$ cat config.mk
export PLATFORM = sky130hd
export DESIGN_NAME = hpar_engine
export DESIGN_NICKNAME = d
export VERILOG_FILES = /design/src/rtl/hpar_engine.sv
export SDC_FILE = /design/constraint.sdc
export NUM_CORES = 1
export LEC_CHECK = 0
export BUFFER_PORTS_ARGS = -buffer_cell sky130_fd_sc_hd__buf_2
export CORE_AREA = 2 2 39 41
export CTS_CLUSTER_SIZE = 28
export DETAILED_ROUTE_END_ITERATION = 10
export DIE_AREA = 0 0 41 43
export GPL_ROUTABILITY_DRIVEN = 1
export MAX_ROUTING_LAYER = met4
export PLACE_DENSITY = 0.73
export SETUP_SLACK_MARGIN = 0.15
export SLEW_MARGIN = 10
export SYNTH_ARGS = -nofsm -noshare
export SYNTH_HDL_FRONTEND = slang
export SYNTH_SLANG_ARGS = --single-unit
$ cat constraint.sdc
create_clock -name clk -period 3.44 [get_ports clk]
set_clock_uncertainty 0.15 [all_clocks]
set_input_delay 0.172 -clock clk [delete_from_list [all_inputs] [get_ports clk]]
set_output_delay 0.172 -clock clk [all_outputs]
set_load 0.01 [all_outputs]
$ cat src/rtl/hpar_engine.sv
module hpar_engine #(
  parameter int WIDTH = 8,
  parameter int WORDS = 16
) (
  input  logic             clk,
  input  logic             rst_n,
  input  logic             start,
  input  logic [WIDTH-1:0] din,
  output logic [WIDTH-1:0] parity,
  output logic             done
);
  localparam int CW = (WORDS > 1) ? $clog2(WORDS) : 1;
  localparam logic [CW-1:0] LAST = CW'(WORDS - 1);

  logic [WIDTH-1:0] acc;
  logic [CW-1:0]    left;

  assign done   = (left == '0);
  assign parity = acc;

  always_ff @(posedge clk or negedge rst_n) begin
    if (!rst_n) begin
      acc  <= '0;
      left <= '0;
    end else if (start) begin
      acc  <= din;
      left <= LAST;
    end else if (!done) begin
      acc  <= acc ^ din;
      left <= left - CW'(1);
    end
  end
endmodule

== Word-level counts from Yosys, hierarchy flattened ==
Index checks and enable logic that the tools add are counted.

* Bits in registers: 12
* Bits of input ports: 11
* Word-level logic and storage cells: 10

* $add $sub $neg: 1
* Eq/ne operators: 1
* Multiplexer cells: 4
* Bitwise gates (word level): 1
* Reduce and logical (&&, ||, !) cells: 1

{| class="wikitable"
|+ Operators by type and width
! kind !! number
|-
| $mux 8 || 2
|-
| $mux 4 || 2
|-
| $xor 8x8->8 || 1
|-
| $logic_not 4->1 || 1
|-
| $sub 4x1->4 const B || 1
|-
| $ne 2x2->1 const B || 1
|}

== Depth between registers and ports, before layout ==
Gate-level depths: netlist of the first run.

* Depth in word-level cells: 3
* Mapped depth: 6
* Gate-level depth less buffers: 5

== Worst setup path after synthesis of the first run ==
OpenSTA, ideal clock, no wires.

* Path type: register to register
* From: reg left[0]
* To: reg acc[0], in the netlist parity[0]
* Library setup time: 137 ps
* Arrival: 1311 ps
* Data required time: 3153 ps
* Path slack: 1842 ps
* Cell stages (with the launch flop): 7
* Path buffers: 1
* Period minus slack after synthesis: 1598 ps
* Path through: dfrtp_1 inv_1 ha_1 nor3b_4 buf_6 mux2i_1 a21oi_1

* Word-level cells in the longest chain between the ends: 2

{| class="wikitable"
|+ Ends and longest elaborated chain
! what !! RTL line !! source
|-
| start, declared || 16 || <nowiki>logic [CW-1:0] left;</nowiki>
|-
| start signal, assigned || 30 || <nowiki>left <= left - CW'(1);</nowiki>
|-
| $logic_not 4->1 || 18 || <nowiki>assign done = (left == '0);</nowiki>
|-
| via done || 10 || <nowiki>output logic done</nowiki>
|-
| $ne 2x2->1 (no line) || - ||
|-
| end signal, assigned || 26 || <nowiki>acc <= din;</nowiki>
|-
| end signal, assigned || 29 || <nowiki>acc <= acc ^ din;</nowiki>
|-
| end, declared || 15 || <nowiki>logic [WIDTH-1:0] acc;</nowiki>
|}

The timed path passes the listed nets, and every way through them passes these cells.
A chain may end at the register's enable or synchronous reset.

== Worst setup path in the final report of the first run ==
* From: reg left[0]
* To: out done

* Word-level cells in the longest chain between the ends: 1

{| class="wikitable"
|+ Ends and longest elaborated chain
! what !! RTL line
|-
| $logic_not 4->1 || 18
|-
| end, declared || 10
|}

Every way passes these cells.

==> flow_summary.yaml, run 1 <==
worst_hold_path:
  hp-class: "in2reg"
  hold_depth: 3
power:
  pwr-share-seq_pct: 50.1
  p_int_w: 0.000242
  switching_share_pct: 26.1
  clockPowerShare_pct: 34.3
  p_sw_w: 0.0000855
  power_density_nw_per_um2: 427
  vdd_drop_max_v: 0.000224
  pwr-share-comb_pct: 15.6
  leakagePower_nw: 0.352
layout:
  antenna_cells: 0
  post-route-util_pct: 55.4
  fin_nets: 97
  stdcell_count: 100
  drive_above_1_share_pct: 28.6
  area_growth_pct: 25.6
critical_path:
  ff2ff_setup_slack_ns: 1.52
  worst_setup_path_start_kind: "flop"
  r2r_end: "parity[1]$_DFFE_PN0P_"
  slowest_stage: "nor3b_4"
  critPathLaunch: "left[0]$_DFFE_PN0P_"
  cp_max_fo: 12
  slowest_delay_ns: 0.62
  arrival_ns: 1.83
  crit_chain: "inv_1 -> ha_1 -> nor3b_4 -> buf_2"
  critPathKind: "reg2out"
  worstSetupEndpoint: "done"
  reg2regPathDepth: 5
  r2r-start: "left[0]$_DFFE_PN0P_"
  critPathRequiredTime_ns: 3.12
  worst_setup_path_end_kind: "output pin"
cts:
  clkLatencyLatePin_ns: 0.27
  cts.sinks: 12
  htree_levels: 1
  cts_root_buf: "clkbuf_4"
  cts_tree: "yes"
  cts_setup_buffers: 0
  clkTransAtPathRegs_ns: 0.08
  numCtsBuffers: 3
  clk_path_buf_depth: 2
sta:
  max_freq_ghz: 0.465
  min_period_ns: 2.15
  finalCritPeriodShare_pct: 62.6
  final-setup-viol-count: 0
  relSlewSlack_pct: 53.7
  worst_pin_slew_ns: 0.694
  whs_ns: 0.00940
  rsz0062_at_grt: "false"
  setup_tns_ns: 0
  slew_viol_final: 0
  hold_violations: 0
global_routing:
  grt_pass1_wl_mm: 1.68
  overflow: 0
  grt_start_max_net_pins: 20
  antenna_found_initial: 0
  grt_pass1_vias: 433
  grt_usage_pct: 15.1
die:
  core_sq_um: 1380
  initial_core_util_pct: 44.1
  ios: 20
  dieArea_sq_um: 1760
  core.rowCount: 14
  die_w_um: 41
  dieHeight_um: 43
synth:
  synth-seq-area-share_pct: 49.2
  ys_types: 18
  ys.flop_type: "dfrtp_1"
  post-synth-top-area-fraction_pct: 49.2
  yosysMostFrequentCell: "a21oi_1"
  synth_edf_count: 0
  synth-seq-cells: 12
  ys_warn_count: 0
  syn_inst: 61
  synth_area_sq_um: 611
  syn-mean-instance-area_sq_um: 10.0
  synthTopCellsByCount: "a21oi_1 (16), dfrtp_1 (12), nand2_1 (10)"
  synthTopCellsByArea: "dfrtp_1 (49%), a21oi_1 (13%), mux2i_1 (13%)"
  synth_nets: 73
  synth_top_cell_by_area: "dfrtp_1"
  synthArstFlopShare_pct: 100
route:
  post_drt_wl_per_cell_um: 11.0
  drcViolationCount: 0
  wl_mm: 1.10
  drt_iter0_markers: 7
  avgViaCountPerCell: 5.07
  drtPass1Iterations: 4
  route.vias.total: 507
  postRouteAntennaNets: 0
place:
  dp_cells: 94
  gp_congestion: 0.641
  hpwl_um: 788
  io_buffers: 19
status:
  status: "completed"
run:
  maxCapViolCount: 0
-- worst max-delay path: cells and delay by family (launching register included) --
family | cells | cell delay, ns
buf+inv | 2 | 0.35
fa+ha+maj | 1 | 0.21
simple gates | 1 | 0.62
flops | 1 | 0.37
-- metal layers --
layer | track usage [%] | share of wire (%) | vias to the layer above
li1 | - | - | 258
met1 | 18.2 | 47 | 225
met2 | 21.9 | 45 | 19
met3 | 3.14 | 5.4 | 5
met4 | 10.0 | 2.6 | 0
met5 | - | 0 | -
-- how the worst min path moves through the flow --
stage                     startpoint               endpoint  slack [ns]
after floorplan                rst_n    left[0]$_DFFE_PN0P_       -0.27
after global placement         rst_n    left[2]$_DFFE_PN0P_       -0.08
after detailed placement       rst_n    left[3]$_DFFE_PN0P_       -0.08
after CTS                     din[0]  parity[0]$_DFFE_PN0P_       0.009
after global routing          din[2]  parity[2]$_DFFE_PN0P_        0.03
final                         din[5]  parity[5]$_DFFE_PN0P_       0.009
-- metrics by stage --
step	setup slack [ns]	total power [W]	cell area (sq um)
2_1_floorplan	1.84	0.000193	611
5_1_grt	1.19	0.000345	767
3_5_place_dp	1.53	0.000217	711
4_1_cts	1.28	0.000330	767
6_report	1.29	0.000327	767
3_3_place_gp	1.59	0.000215	711
-- final cells by class --
class	count	area, sq um
Multi-Input combinational cell	44	284
Sequential cell	12	300
Clock buffer	4	36.3
Inverter	3	11.3
Fill cell	118	617
Tap cell	16	20.0
Timing Repair Buffer	21	115
-- repair_timing --
| action | 4_1_cts | 5_1_grt |
|---|---|---|
| gates resized for setup | 0 | 0 |
| endpoints found under the hold margin | 13 | 0 |
| hold buffers | 2 | 0 |
-- power by group through the flow --
stage	combinational [W]	clock, W	sequential, W
final	0.0000511	0.000112	0.000164
after global routing	0.0000576	0.000121	0.000166
after CTS	0.0000523	0.000114	0.000164
after detailed placement	0.0000503	0	0.000166
after global placement	0.0000487	0	0.000166
after floorplan	0.0000231	0	0.000170
-- state kept, by name, summed over array words and instances (netlist names) --
register	count
parity	8
left	4
-- cell families after synthesis --
kind of cell,Yosys count,share of synthesized area (%)
compound gates,18,15.8
simple gates,16,14.1
flops,12,49.2
mux,8,13.1
buf+inv,5,4.30
xor+xnor,1,1.43
fa+ha+maj,1,2.05
-- placed cells by master (no fill, tap or decap), types with 2 or more instances in the layout --
cell / count
a21oi_1: 16
buf_2: 19
mux2i_1: 8
dlygate4sd3_1: 2
inv_1: 2
nand2_1: 10
clkbuf_4: 3
dfrtp_1: 12
Power figures use the tool's default switching activity.
==> inputs of run 2 (changes only) <==
ABC_AREA = 1   (was unset)
CORE_AREA = unset   (was 2 2 39 41)
CORE_UTILIZATION = 50   (was unset)
DIE_AREA = unset   (was 0 0 41 43)
PLACE_DENSITY = 0.76   (was 0.73)
clock period = 2 ns   (was 3.44 ns; I/O delays follow)
==> flow_summary.yaml, run 2 <==
worst_hold_path:
  hp-class: "in2reg"
global_routing:
  grt_pass1_wl_mm: 2.34
  grt_start_max_net_pins: 14
  grt_pass1_vias: 584
  antenna_found_initial: 0
  overflow: 0
  grt_usage_pct: 22.7
synth:
  synthTopCellsByArea: "dfrtp_1 (39%), nand2_1 (37%), inv_1 (8.8%)"
  ys.flop_type: "dfrtp_1"
  ys_warn_count: 0
  syn-mean-instance-area_sq_um: 6.22
  yosysMostFrequentCell: "nand2_1"
  ys_types: 14
  syn_inst: 124
  synth_top_cell_by_area: "dfrtp_1"
  post-synth-top-area-fraction_pct: 39.0
  synth_edf_count: 0
  synth-seq-area-share_pct: 39.0
  synthArstFlopShare_pct: 100
  synth-seq-cells: 12
  synthTopCellsByCount: "nand2_1 (76), inv_1 (18), dfrtp_1 (12)"
  synth_nets: 136
  synth_area_sq_um: 771
power:
  leakagePower_nw: 0.633
  clockPowerShare_pct: 32.4
  pwr-share-comb_pct: 21.7
  switching_share_pct: 29.7
  p_sw_w: 0.000182
  power_density_nw_per_um2: 619
  pwr-share-seq_pct: 45.9
  vdd_drop_max_v: 0.000420
  p_int_w: 0.000431
layout:
  seqCellArea_sq_um: 300
  nFillCells: 129
  final_common_cell: "nand2_1"
  multi_input_area_sq_um: 377
  antenna_cells: 0
  area_growth_pct: 28.4
  fin_nets: 167
  layout_common_cells: "nand2_1 (76), buf_2 (19), inv_1 (18), dfrtp_1 (12), dlygate4sd3_1 (8)"
  drive_above_1_share_pct: 20.1
  largest_reg_flops: 8
critical_path:
  reg2regPathDepth: 7
  arrival_ns: 1.39
  cp_max_fo: 5
  r2r-start: "left[0]$_DFFE_PN0P_"
  worst_setup_path_start_kind: "flop"
  worstSetupEndpoint: "done"
  critPathKind: "reg2out"
  critPathLaunch: "left[0]$_DFFE_PN0P_"
  ff2ff_setup_slack_ns: 0.55
  critPathRequiredTime_ns: 1.75
  worst_setup_path_end_kind: "output pin"
  r2r_end: "parity[7]$_DFFE_PN0P_"
route:
  route.vias.total: 770
  post_drt_wl_per_cell_um: 9.57
  drt_iter0_markers: 17
  wl_mm: 1.62
  drtPass1Iterations: 4
  postRouteAntennaNets: 0
  drcViolationCount: 0
  avgViaCountPerCell: 4.56
cts:
  numCtsBuffers: 3
  clkLatencyLatePin_ns: 0.27
  cts_setup_buffers: 0
  htree_levels: 1
  clkTransAtPathRegs_ns: 0.08
  cts.sinks: 12
  cts_root_buf: "clkbuf_4"
  cts_tree: "yes"
  clk_path_buf_depth: 2
sta:
  worst_pin_slew_ns: 0.289
  hold_violations: 0
  finalCritPeriodShare_pct: 81.8
  setup_tns_ns: 0
  min_period_ns: 1.64
  relSlewSlack_pct: 80.7
  final-setup-viol-count: 0
  max_freq_ghz: 0.612
  whs_ns: 0.00378
  rsz0062_at_grt: "false"
  slew_viol_final: 0
die:
  core_sq_um: 1370
  dieArea_sq_um: 1700
  initial_core_util_pct: 56.4
  die_w_um: 41.3
  dieHeight_um: 41.3
  ios: 20
  core.rowCount: 13
place:
  hpwl_mm: 1.08
  gp_congestion: 0.701
  io_buffers: 19
run:
  maxCapViolCount: 0
status:
  status: "completed"
-- run 2: changes by cell type after synthesis, sizes merged, moves of 3 or more --
cell   before  now
nand2      10   77
inv         2   22
o21ai       0    4
a21oi      16    2
mux2i       8    0
nor2        0    3
-- run 2: per-layer routing --
| layer | vias up | track usage (%) | wire length, um |
|---|---|---|---|
| met1 | 329 | 25.5 | 779 |
| met3 | 2 | 4.89 | 40 |
| met2 | 15 | 36.3 | 783 |
| met4 | 0 | 14.5 | 12 |
| met5 | - | - | 0 |
| li1 | 424 | - | - |
-- run 2: cells by family after synthesis --
group | after synthesis | synth area share (%)
fa+ha+maj | 1 | 1.62
buf+inv | 23 | 12.2
compound gates | 6 | 4.38
simple gates | 82 | 42.9
flops | 12 | 39.0
-- run 2: layout make-up --
class / instances / area share, %
Clock buffer: 4 / 3.67
Multi-Input combinational cell: 89 / 38.1
Inverter: 22 / 8.34
Tap cell: 15 / 1.90
Timing Repair Buffer: 27 / 17.7
Sequential cell: 12 / 30.3
-- run 2: repair_timing --
action	CTS	global route
hold buffers	8	0
endpoints found under the hold margin	19	0
resized for setup	0	0
-- run 2: worst min-delay path by stage --
stage	startpoint	end	slack [ns]	depth (start not counted)
floorplan	rst_n	left[0]$_DFFE_PN0P_	-0.35	0
global placement	rst_n	left[1]$_DFFE_PN0P_	-0.16	1
detailed placement	rst_n	parity[7]$_DFFE_PN0P_	-0.15	1
CTS	din[4]	parity[4]$_DFFE_PN0P_	0.00008	5
global route	din[4]	parity[4]$_DFFE_PN0P_	0.02	5
finish	din[4]	parity[4]$_DFFE_PN0P_	0.004	5
-- run 2: critical path, stage by stage, from the launching register on --
cell and delay [ns]:
dfrtp_1 0.36, inv_1 0.13, ha_1 0.22, nand3_2 0.15
inv_2 0.11, buf_2 0.13
-- run 2: power by group through the flow --
stage               Clock, W  Combinational [W]  Sequential, W
global route        0.000216           0.000156       0.000284
CTS                 0.000203           0.000134       0.000281
finish              0.000199           0.000133       0.000281
global placement           0           0.000117       0.000284
floorplan                  0          0.0000693       0.000291
detailed placement         0           0.000121       0.000286
-- run 2: per-stage QoR --
step	worst slack, ns	cells	total power [W]	utilization [%]	area, sq um
floorplan	0.639	124	0.000360	-	771
global route	0.246	169	0.000656	72.4	990
finish	0.365	169	0.000613	72.4	990
global placement	0.615	157	0.000401	63.9	873
detailed placement	0.565	157	0.000407	63.9	873
CTS	0.353	169	0.000618	72.4	990
==> inputs of run 3 (changes only) <==
CORE_UTILIZATION = 45   (was 50)
PLACE_DENSITY = 0.72   (was 0.76)
clock period = 1.4 ns   (was 2 ns; I/O delays follow)
==> flow_summary.yaml, run 3 (synthesized netlist as in run 2, its figures left out) <==
status:
  status: "complete, but fails checks"
  violations: "design-rule violations, negative setup slack"
critical_path:
  critPathKind: "reg2reg"
  r2r-start: "left[0]$_DFFE_PN0P_"
  ff2ff_setup_slack_ns: -0.01
  reg2regPathDepth: 6
  worst_setup_path_end_kind: "flop"
  arrival_ns: 1.42
  critPathRequiredTime_ns: 1.40
  cp_max_fo: 4
  critPathLaunch: "left[0]$_DFFE_PN0P_"
  worstSetupEndpoint: "left[1]$_DFFE_PN0P_"
  r2r_end: "left[1]$_DFFE_PN0P_"
  worst_setup_path_start_kind: "flop"
place:
  gp_congestion: 0.736
  hpwl_mm: 1.13
  dp_slack_ns: 0.0920
  io_buffers: 19
  place_area_sq_um: 897
global_routing:
  antenna_found_initial: 0
  overflow: 0
  grt_start_max_net_pins: 14
  grt_pass1_wl_mm: 2.97
  grt_pass1_vias: 710
  grt_usage_pct: 22.1
sta:
  final-setup-viol-count: 1
  hold_violations: 0
  worst_pin_slew_ns: 0.303
  setup_slack_ns: -0.0116
  slew_viol_final: 0
  min_period_ns: 1.41
  relSlewSlack_pct: 79.8
  max_freq_ghz: 0.708
  rsz0062_at_grt: "true"
  finalCritPeriodShare_pct: 101
die:
  core_sq_um: 1560
  dieArea_sq_um: 1880
  die_w_um: 43.4
  core.rowCount: 14
  ios: 20
  initial_core_util_pct: 49.4
  dieHeight_um: 43.4
cts:
  cts_root_buf: "clkbuf_4"
  htree_levels: 1
  cts_tree: "yes"
  cts.sinks: 12
  numCtsBuffers: 3
  clkTransAtPathRegs_ns: 0.07
  clk_path_buf_depth: 2
  clkLatencyLatePin_ns: 0.27
route:
  drt_iter0_markers: 13
  postRouteAntennaNets: 0
  avgViaCountPerCell: 4.73
  post_drt_wl_per_cell_um: 10.5
  drcViolationCount: 4
  wl_mm: 1.84
  drtPass1Iterations: 7
  route.vias.total: 828
layout:
  design_area_sq_um: 1090
  largest_reg_flops: 8
  final_common_cell: "nand2_1"
  fin_nets: 173
  area_growth_pct: 41.4
  drive_above_1_share_pct: 28.9
  layout_common_cells: "nand2_1 (68), buf_2 (18), inv_1 (16), dfrtp_1 (12), dlygate4sd3_1 (9)"
  antenna_cells: 0
power:
  p_int_w: 0.000572
  power_density_nw_per_um2: 764
  pwr-share-comb_pct: 26.4
  vdd_drop_max_v: 0.000684
  pwr-share-seq_pct: 48.4
  switching_share_pct: 31.2
  leakagePower_nw: 0.649
  p_sw_w: 0.000260
  clockPowerShare_pct: 25.2
run:
  maxCapViolCount: 0
worst_hold_path:
  hp-class: "in2async"
[run 3: worst min-delay path by stage]
stage	to	slack (ns)	cells past startpoint
global route	parity[6]$_DFFE_PN0P_	0.09	2
global placement	parity[6]$_DFFE_PN0P_	-0.19	1
detailed placement	parity[6]$_DFFE_PN0P_	-0.19	1
floorplan	left[0]$_DFFE_PN0P_	-0.38	0
CTS	parity[6]$_DFFE_PN0P_	0.06	2
finish	parity[6]$_DFFE_PN0P_	0.05	2
[run 3: layout make-up]
class / instances / area [sq um]
repair buffers: 32 / 225
well taps: 16 / 20.0
flip-flops and latches: 12 / 300
clock buffers: 3 / 22.5
inverters: 22 / 85.1
multi-input cells: 90 / 437
fillers: 137 / 469
[run 3: worst max-delay path, stage by stage (launching register included)]
cell and delay, ns:
dfrtp_1 0.38, inv_2 0.08, ha_4 0.15, nand3_4 0.11, buf_4 0.16, o21ai_0 0.20, nand2_1 0.07
[run 3: repair_timing]
item                       CTS  global route
pin swaps                    2             6
gates resized for setup      5             6
setup endpoints to repair   10            11
hold buffers                 9             0
gates cloned                 0             1
hold endpoints to repair    20             0
buffers inserted             3             1
[run 3: power by group through the flow]
stage                     Combinational [W]  Sequential, W  Clock [W]
final                              0.000220       0.000403   0.000210
after global routing               0.000249       0.000407   0.000233
after CTS                          0.000210       0.000402   0.000216
after detailed placement           0.000183       0.000408          0
after global placement             0.000174       0.000408          0
after floorplan                    0.000105       0.000417          0
[run 3: through the flow]
| step | cells | hold WS, ns | power [W] | TNS (ns) | utilization [%] |
|---|---|---|---|---|---|
| 2_1_floorplan | 124 | -0.376 | 0.000522 | 0 | - |
| 5_1_grt | 175 | 0.0858 | 0.000889 | -0.171 | 69.9 |
| 4_1_cts | 173 | 0.0555 | 0.000829 | 0 | 67.7 |
| 3_3_place_gp | 158 | -0.187 | 0.000582 | 0 | 57.5 |
| 3_5_place_dp | 158 | -0.190 | 0.000591 | 0 | 57.5 |
| 6_report | 175 | 0.0512 | 0.000832 | -0.0116 | 69.9 |
[run 3: layer usage]
metal	up-vias	wire (um)	share of wire (%)	global-route usage, %
li1	438	-	-	-
met4	0	10	0.54	5.63
met5	-	0	0	-
met3	3	60	3.3	6.25
met2	12	967	53	38.8
met1	375	801	44	24.7
